File: src/rtl/cell_tx_pkg.sv
package cell_tx_pkg;

  typedef enum logic {
    SRC_IDLE = 1'b0,
    SRC_USER = 1'b1
  } src_e;

  // One byte of a serial CRC-8, MSB first.
  function automatic logic [7:0] crc8_step(input logic [7:0] acc,
                                           input logic [7:0] din,
                                           input logic [7:0] poly);
    logic [7:0] r;
    r = acc ^ din;
    for (int i = 0; i < 8; i++) begin
      r = r[7] ? ((r << 1) ^ poly) : (r << 1);
    end
    return r;
  endfunction

endpackage

File: src/rtl/cell_slot_ctr.sv
module cell_slot_ctr #(
  parameter int CELL_LEN = 53,
  parameter int PW       = 6
) (
  input  logic          clk,
  input  logic          rst_n,
  output logic [PW-1:0] pos,
  output logic          at_start
);
  localparam logic [PW-1:0] LAST = PW'(CELL_LEN - 1);

  always_ff @(posedge clk) begin
    if (!rst_n) begin
      pos <= '0;
    end else if (pos == LAST) begin
      pos <= '0;
    end else begin
      pos <= pos + 1'b1;
    end
  end

  assign at_start = (pos == '0);
endmodule

File: src/rtl/hec_acc.sv
module hec_acc
  import cell_tx_pkg::*;
#(
  parameter int         PW       = 6,
  parameter int         HEC_POS  = 4,
  parameter logic [7:0] CRC_POLY = 8'h07
) (
  input  logic          clk,
  input  logic          rst_n,
  input  logic [PW-1:0] pos,
  input  logic [7:0]    byte_in,
  output logic [7:0]    hec
);
  localparam logic [PW-1:0] HPOS = PW'(HEC_POS);

  logic [7:0] crc_q;

  always_ff @(posedge clk) begin
    if (!rst_n) begin
      crc_q <= 8'h00;
    end else if (pos == '0) begin
      crc_q <= crc8_step(8'h00, byte_in, CRC_POLY);
    end else if (pos < HPOS) begin
      crc_q <= crc8_step(crc_q, byte_in, CRC_POLY);
    end
  end

  assign hec = crc_q;
endmodule

File: src/rtl/cell_byte_sel.sv
module cell_byte_sel
  import cell_tx_pkg::*;
#(
  parameter int         PW        = 6,
  parameter int         HEC_POS   = 4,
  parameter logic [7:0] FILL_BYTE = 8'h6A
) (
  input  src_e          src,
  input  logic [PW-1:0] pos,
  input  logic          in_valid,
  input  logic [7:0]    in_data,
  input  logic [7:0]    hec,
  output logic [7:0]    nxt_byte
);
  localparam logic [PW-1:0] HPOS = PW'(HEC_POS);

  always_comb begin
    if (pos == HPOS) begin
      nxt_byte = hec;
    end else if (src == SRC_IDLE) begin
      nxt_byte = (pos < HPOS) ? 8'h00 : FILL_BYTE;
    end else begin
      nxt_byte = in_valid ? in_data : FILL_BYTE;
    end
  end
endmodule

File: src/rtl/cell_hec_tx.sv
module cell_hec_tx
  import cell_tx_pkg::*;
#(
  parameter int         CELL_LEN  = 53,
  parameter int         HEC_POS   = 4,
  parameter logic [7:0] FILL_BYTE = 8'h6A,
  parameter logic [7:0] CRC_POLY  = 8'h07
) (
  input  logic       clk,
  input  logic       rst_n,
  input  logic       in_valid,
  input  logic       in_sop,
  input  logic [7:0] in_data,
  output logic       in_ready,
  output logic [7:0] out_data,
  output logic       out_sop,
  output logic       out_idle
);
  localparam int PW = $clog2(CELL_LEN);

  logic [PW-1:0] pos;
  logic          at_start;
  src_e          src_q;
  src_e          src_cur;
  logic [7:0]    hec;
  logic [7:0]    nxt_byte;

  cell_slot_ctr #(.CELL_LEN(CELL_LEN), .PW(PW)) u_slot (
    .clk      (clk),
    .rst_n    (rst_n),
    .pos      (pos),
    .at_start (at_start)
  );

  // The slot kind is chosen on byte 0 and held for the remaining bytes.
  always_comb begin
    if (at_start) begin
      src_cur = (in_valid && in_sop) ? SRC_USER : SRC_IDLE;
    end else begin
      src_cur = src_q;
    end
  end

  always_ff @(posedge clk) begin
    if (!rst_n) begin
      src_q <= SRC_IDLE;
    end else if (at_start) begin
      src_q <= src_cur;
    end
  end

  assign in_ready = at_start || (src_q == SRC_USER);

  hec_acc #(.PW(PW), .HEC_POS(HEC_POS), .CRC_POLY(CRC_POLY)) u_hec (
    .clk     (clk),
    .rst_n   (rst_n),
    .pos     (pos),
    .byte_in (nxt_byte),
    .hec     (hec)
  );

  cell_byte_sel #(.PW(PW), .HEC_POS(HEC_POS), .FILL_BYTE(FILL_BYTE)) u_sel (
    .src      (src_cur),
    .pos      (pos),
    .in_valid (in_valid),
    .in_data  (in_data),
    .hec      (hec),
    .nxt_byte (nxt_byte)
  );

  always_ff @(posedge clk) begin
    if (!rst_n) begin
      out_data <= 8'h00;
      out_sop  <= 1'b0;
      out_idle <= 1'b0;
    end else begin
      out_data <= nxt_byte;
      out_sop  <= at_start;
      out_idle <= (src_cur == SRC_IDLE);
    end
  end
endmodule

File: config.mk
export PLATFORM = sky130hd
export DESIGN_NAME = cell_hec_tx
export DESIGN_NICKNAME = d
export VERILOG_FILES = /design/src/rtl/cell_tx_pkg.sv /design/src/rtl/cell_slot_ctr.sv /design/src/rtl/hec_acc.sv /design/src/rtl/cell_byte_sel.sv /design/src/rtl/cell_hec_tx.sv
export SDC_FILE = /design/constraint.sdc
export NUM_CORES = 1
export LEC_CHECK = 0
export CORE_MARGIN = 4
export CORE_UTILIZATION = 56
export CTS_CLUSTER_DIAMETER = 200
export DETAILED_ROUTE_END_ITERATION = 8
export DONT_BUFFER_PORTS = 1
export PLACE_DENSITY = 0.74
export SETUP_SLACK_MARGIN = 0.4
export SLEW_MARGIN = 10
export SYNTH_ARGS = -nofsm -noshare
export SYNTH_HDL_FRONTEND = slang
export SYNTH_HIERARCHICAL = 1
export SYNTH_SLANG_ARGS = --single-unit
File: constraint.sdc
create_clock -name clk -period 3.1 [get_ports clk]
set_clock_uncertainty 0.05 [all_clocks]
set_input_delay 0.62 -clock clk [delete_from_list [all_inputs] [get_ports clk]]
set_output_delay 0.62 -clock clk [all_outputs]
set_load 0.03 [all_outputs]
==> flow_metrics.env <==
export IMPL_fin_nets=217
export IMPL_synth_top_cell_area_share_pct=30.5
export IMPL_required_ns=3.25
export IMPL_cts_tree="yes"
export IMPL_die_area_um2=3860
export IMPL_drt_iter0_markers=139
export IMPL_vdd_drop_max_mv=0.685
export IMPL_drt_met1_wl_um=1780
export IMPL_crit_top_cell="nand2b_4"
export IMPL_ios=23
export IMPL_cap_violations=0
export IMPL_final_max_slew_violation_count=0
export IMPL_synthTopCellsByArea="dfxtp_1 (30%), xnor2_1 (6.9%), nand3_1 (5.8%)"
export IMPL_synth_edf_count=0
export IMPL_num_vias=1533
export IMPL_wl_per_cell_um=19.3
export IMPL_power_mw=1.38
export IMPL_vias_per_cell=6.58
export IMPL_layout_common_cells="dfxtp_1 (23), buf_4 (18), nand3_1 (18)"
export IMPL_clk_path_buf_depth=2
export IMPL_htreeDepth=1
export IMPL_place_ws_ns=0.0321
export IMPL_netlist_area_um2=1640
export IMPL_mostFrequentLayoutCell="dfxtp_1"
export IMPL_highest_layer="met4"
export IMPL_clock_latency_ns=0.31
export IMPL_grt_pass1_vias=1392
export IMPL_grt_use_total_pct=20.5
export IMPL_period_share_pct=98.3
export IMPL_syn_area_per_cell_um2=8.87
export IMPL_clock_sinks=25
export IMPL_synthCells=185
export IMPL_rsz0062_at_grt="yes"
export IMPL_postSynth_asyncResetShare_pct=0
export IMPL_ys_ff_latch=25
export IMPL_dp_hpwl_um=2700
export IMPL_wl_met2_um=2260
export IMPL_fp_dieH_um=62.1
export IMPL_end_kind="register"
export IMPL_crit_chain="inv_4 > ha_4 > nand2b_4 > nor4_4 > buf_4 > nand2b_4 > nand2_4 > nor2_4 > o21ai_4 > a22o_4 > xnor2_4 > xor2_2 > o22ai_1 > or4_1"
export IMPL_slowest_delay_ns=0.57
export IMPL_initial_core_util_pct=59.0
export IMPL_routed_wl_um=4490
export IMPL_arrival_ns=3.20
export IMPL_drive_gt1_share_pct=35.6
export IMPL_yosys_area_top_type="dfxtp_1"
export IMPL_core_um2=2780
export IMPL_grt_pass1_wl_um=6560
export IMPL_min_period_ns=3.05
export IMPL_fillCellCount=189
export IMPL_multi_input_area_um2=1320
export IMPL_dr_wl_met3_um=347
export IMPL_startpoint_type="register"
export IMPL_syn2layout_area_growth_pct=27.1
export IMPL_hp_class="input pin to register"
export IMPL_finalSetupTns_ns=0
export IMPL_setup_viol=0
export IMPL_grt_max_degree=30
export IMPL_seq_area_frac_synth_pct=30.5
export IMPL_reg2reg_depth=14
export IMPL_worst_slack_ns=0.0514
export IMPL_ys_flop_type="dfxtp_1"
export IMPL_tightest_slew_ns=0.561
export IMPL_status="finished, final reports clean"
export IMPL_gp_congestion=0.829
export IMPL_yosysUniqueCellTypes=52
export IMPL_hold_depth=1
export IMPL_antenna_found_initial=0
export IMPL_grt_overflow=0
export IMPL_crit_slowest_cell="or4_1"
export IMPL_ant_nets=0
export IMPL_first_pass_iters=5
export IMPL_worstPathMaxFanout=5
export IMPL_powerDensity_nw_per_um2=662
export IMPL_route_detailed_drc=0
export IMPL_die_w_um=62.1
export IMPL_critPathKind="register to register"
export IMPL_fin_util_pct=75.0
export IMPL_num_rows=19
export IMPL_synth_fp_nets=199
export IMPL_hold_viol_final=0
export IMPL_insertedDiodeCount=0
export IMPL_timing_fmax_mhz=328
export IMPL_cts_inserted_buffers=3
export IMPL_root_buffer="clkbuf_4"
export IMPL_clkTransAtPathRegs_ns=0.14
export IMPL_slew_headroom_pct=62.3
export IMPL_regArea_um2=505
export IMPL_leakage_nw=0.824
export IMPL_synth_warning_count=6
export IMPL_port_buffers=0
[cell usage after synthesis, types with 3 or more instances]
cell	number
nand3_1	19
nand4b_1	4
nor2_1	12
a21boi_0	3
clkbuf_1	4
xnor2_1	13
o31ai_1	4
and3_1	4
nand4_1	3
or3_1	3
xor2_1	9
nor3b_1	3
inv_1	3
nand2_1	5
or2_2	8
dfxtp_1	25
o21ai_0	8
a22o_2	4
and2_1	10
[worst max-delay path, delay by kind of cell, from the launching register on]
family / cells / cell delay, ns
DFF: 1 / 0.38
and+or+nand+nor: 6 / 1.21
adders and majority gates: 1 / 0.13
xor gates and xnor gates: 2 / 0.42
AOI/OAI and AO/OA: 3 / 0.52
buffers and inverters: 2 / 0.21
[worst paths after layout]
kind | from | end | slack, ns
hold reg to reg | src_q$_SDFFE_PN0P_ | src_q$_SDFFE_PN0P_ | 0.50
setup reg to reg | u_slot/pos[0]$_SDFF_PP0_ | u_hec/hec[0]$_SDFFE_PN0P_ | 0.05
hold / removal | rst_n | out_data[0]$_SDFF_PN0_ | 0.37
setup / recovery | u_slot/pos[0]$_SDFF_PP0_ | u_hec/hec[0]$_SDFFE_PN0P_ | 0.05
[sequential cells by signal, indices dropped and copies added, names as in the netlist]
name and cells:
out_data 8, out_idle 1, out_sop 1, src_q 1, u_hec/hec 8, u_slot/pos 6
[repair_timing]
item / CTS / global route
hold buffers: 0 / 0
pin swaps: 23 / 19
buffers inserted: 8 / 7
resized for setup: 18 / 18
setup endpoints to repair: 7 / 8
[stage by stage]
| step | hold WS (ns) | std cells | cell area [um2] |
|---|---|---|---|
| 6_report | 0.368 | 233 | 2090 |
| 5_1_grt | 0.338 | 233 | 2090 |
| 4_1_cts | 0.360 | 226 | 1940 |
| 3_5_place_dp | 0.492 | 214 | 1750 |
| 3_3_place_gp | 0.473 | 214 | 1750 |
| 2_1_floorplan | 0.423 | 185 | 1710 |
[logic make-up (layout without fill, tap and decap cells)]
group                    count (synthesis)  after routing  synth area share, %
multiplexers                             2              2                 1.22
XOR/XNOR                                27             27                 18.1
adder cells (fa/ha/maj)                  2              2                 1.52
flip-flops                              25             25                 30.5
AO/OA/AOI/OAI                           33             33                 14.3
buffers and inverters                   12             29                 3.43
AND/OR/NAND/NOR                         84             84                 31.0
[cell type report]
type | count | share of cell area (%)
clock buffers | 4 | 1.26
inverters | 3 | 0.660
multi-input cells | 148 | 63.3
flip-flops and latches | 25 | 24.2
well taps | 31 | 1.86
repair buffers | 22 | 8.64
[metal layers]
layer | GRT usage [%] | vias to the layer above
met2 | 33.7 | 83
li1 | - | 698
met3 | 3.42 | 10
met1 | 27.4 | 742
met4 | 5.42 | 0
met5 | 0 | -
[power by group]
part / switching [mW] / internal [mW]
Sequential: 0.126 / 0.379
Combinational: 0.355 / 0.374
Clock: 0.0962 / 0.0502
No activity file was read; power rests on OpenSTA's default activity.
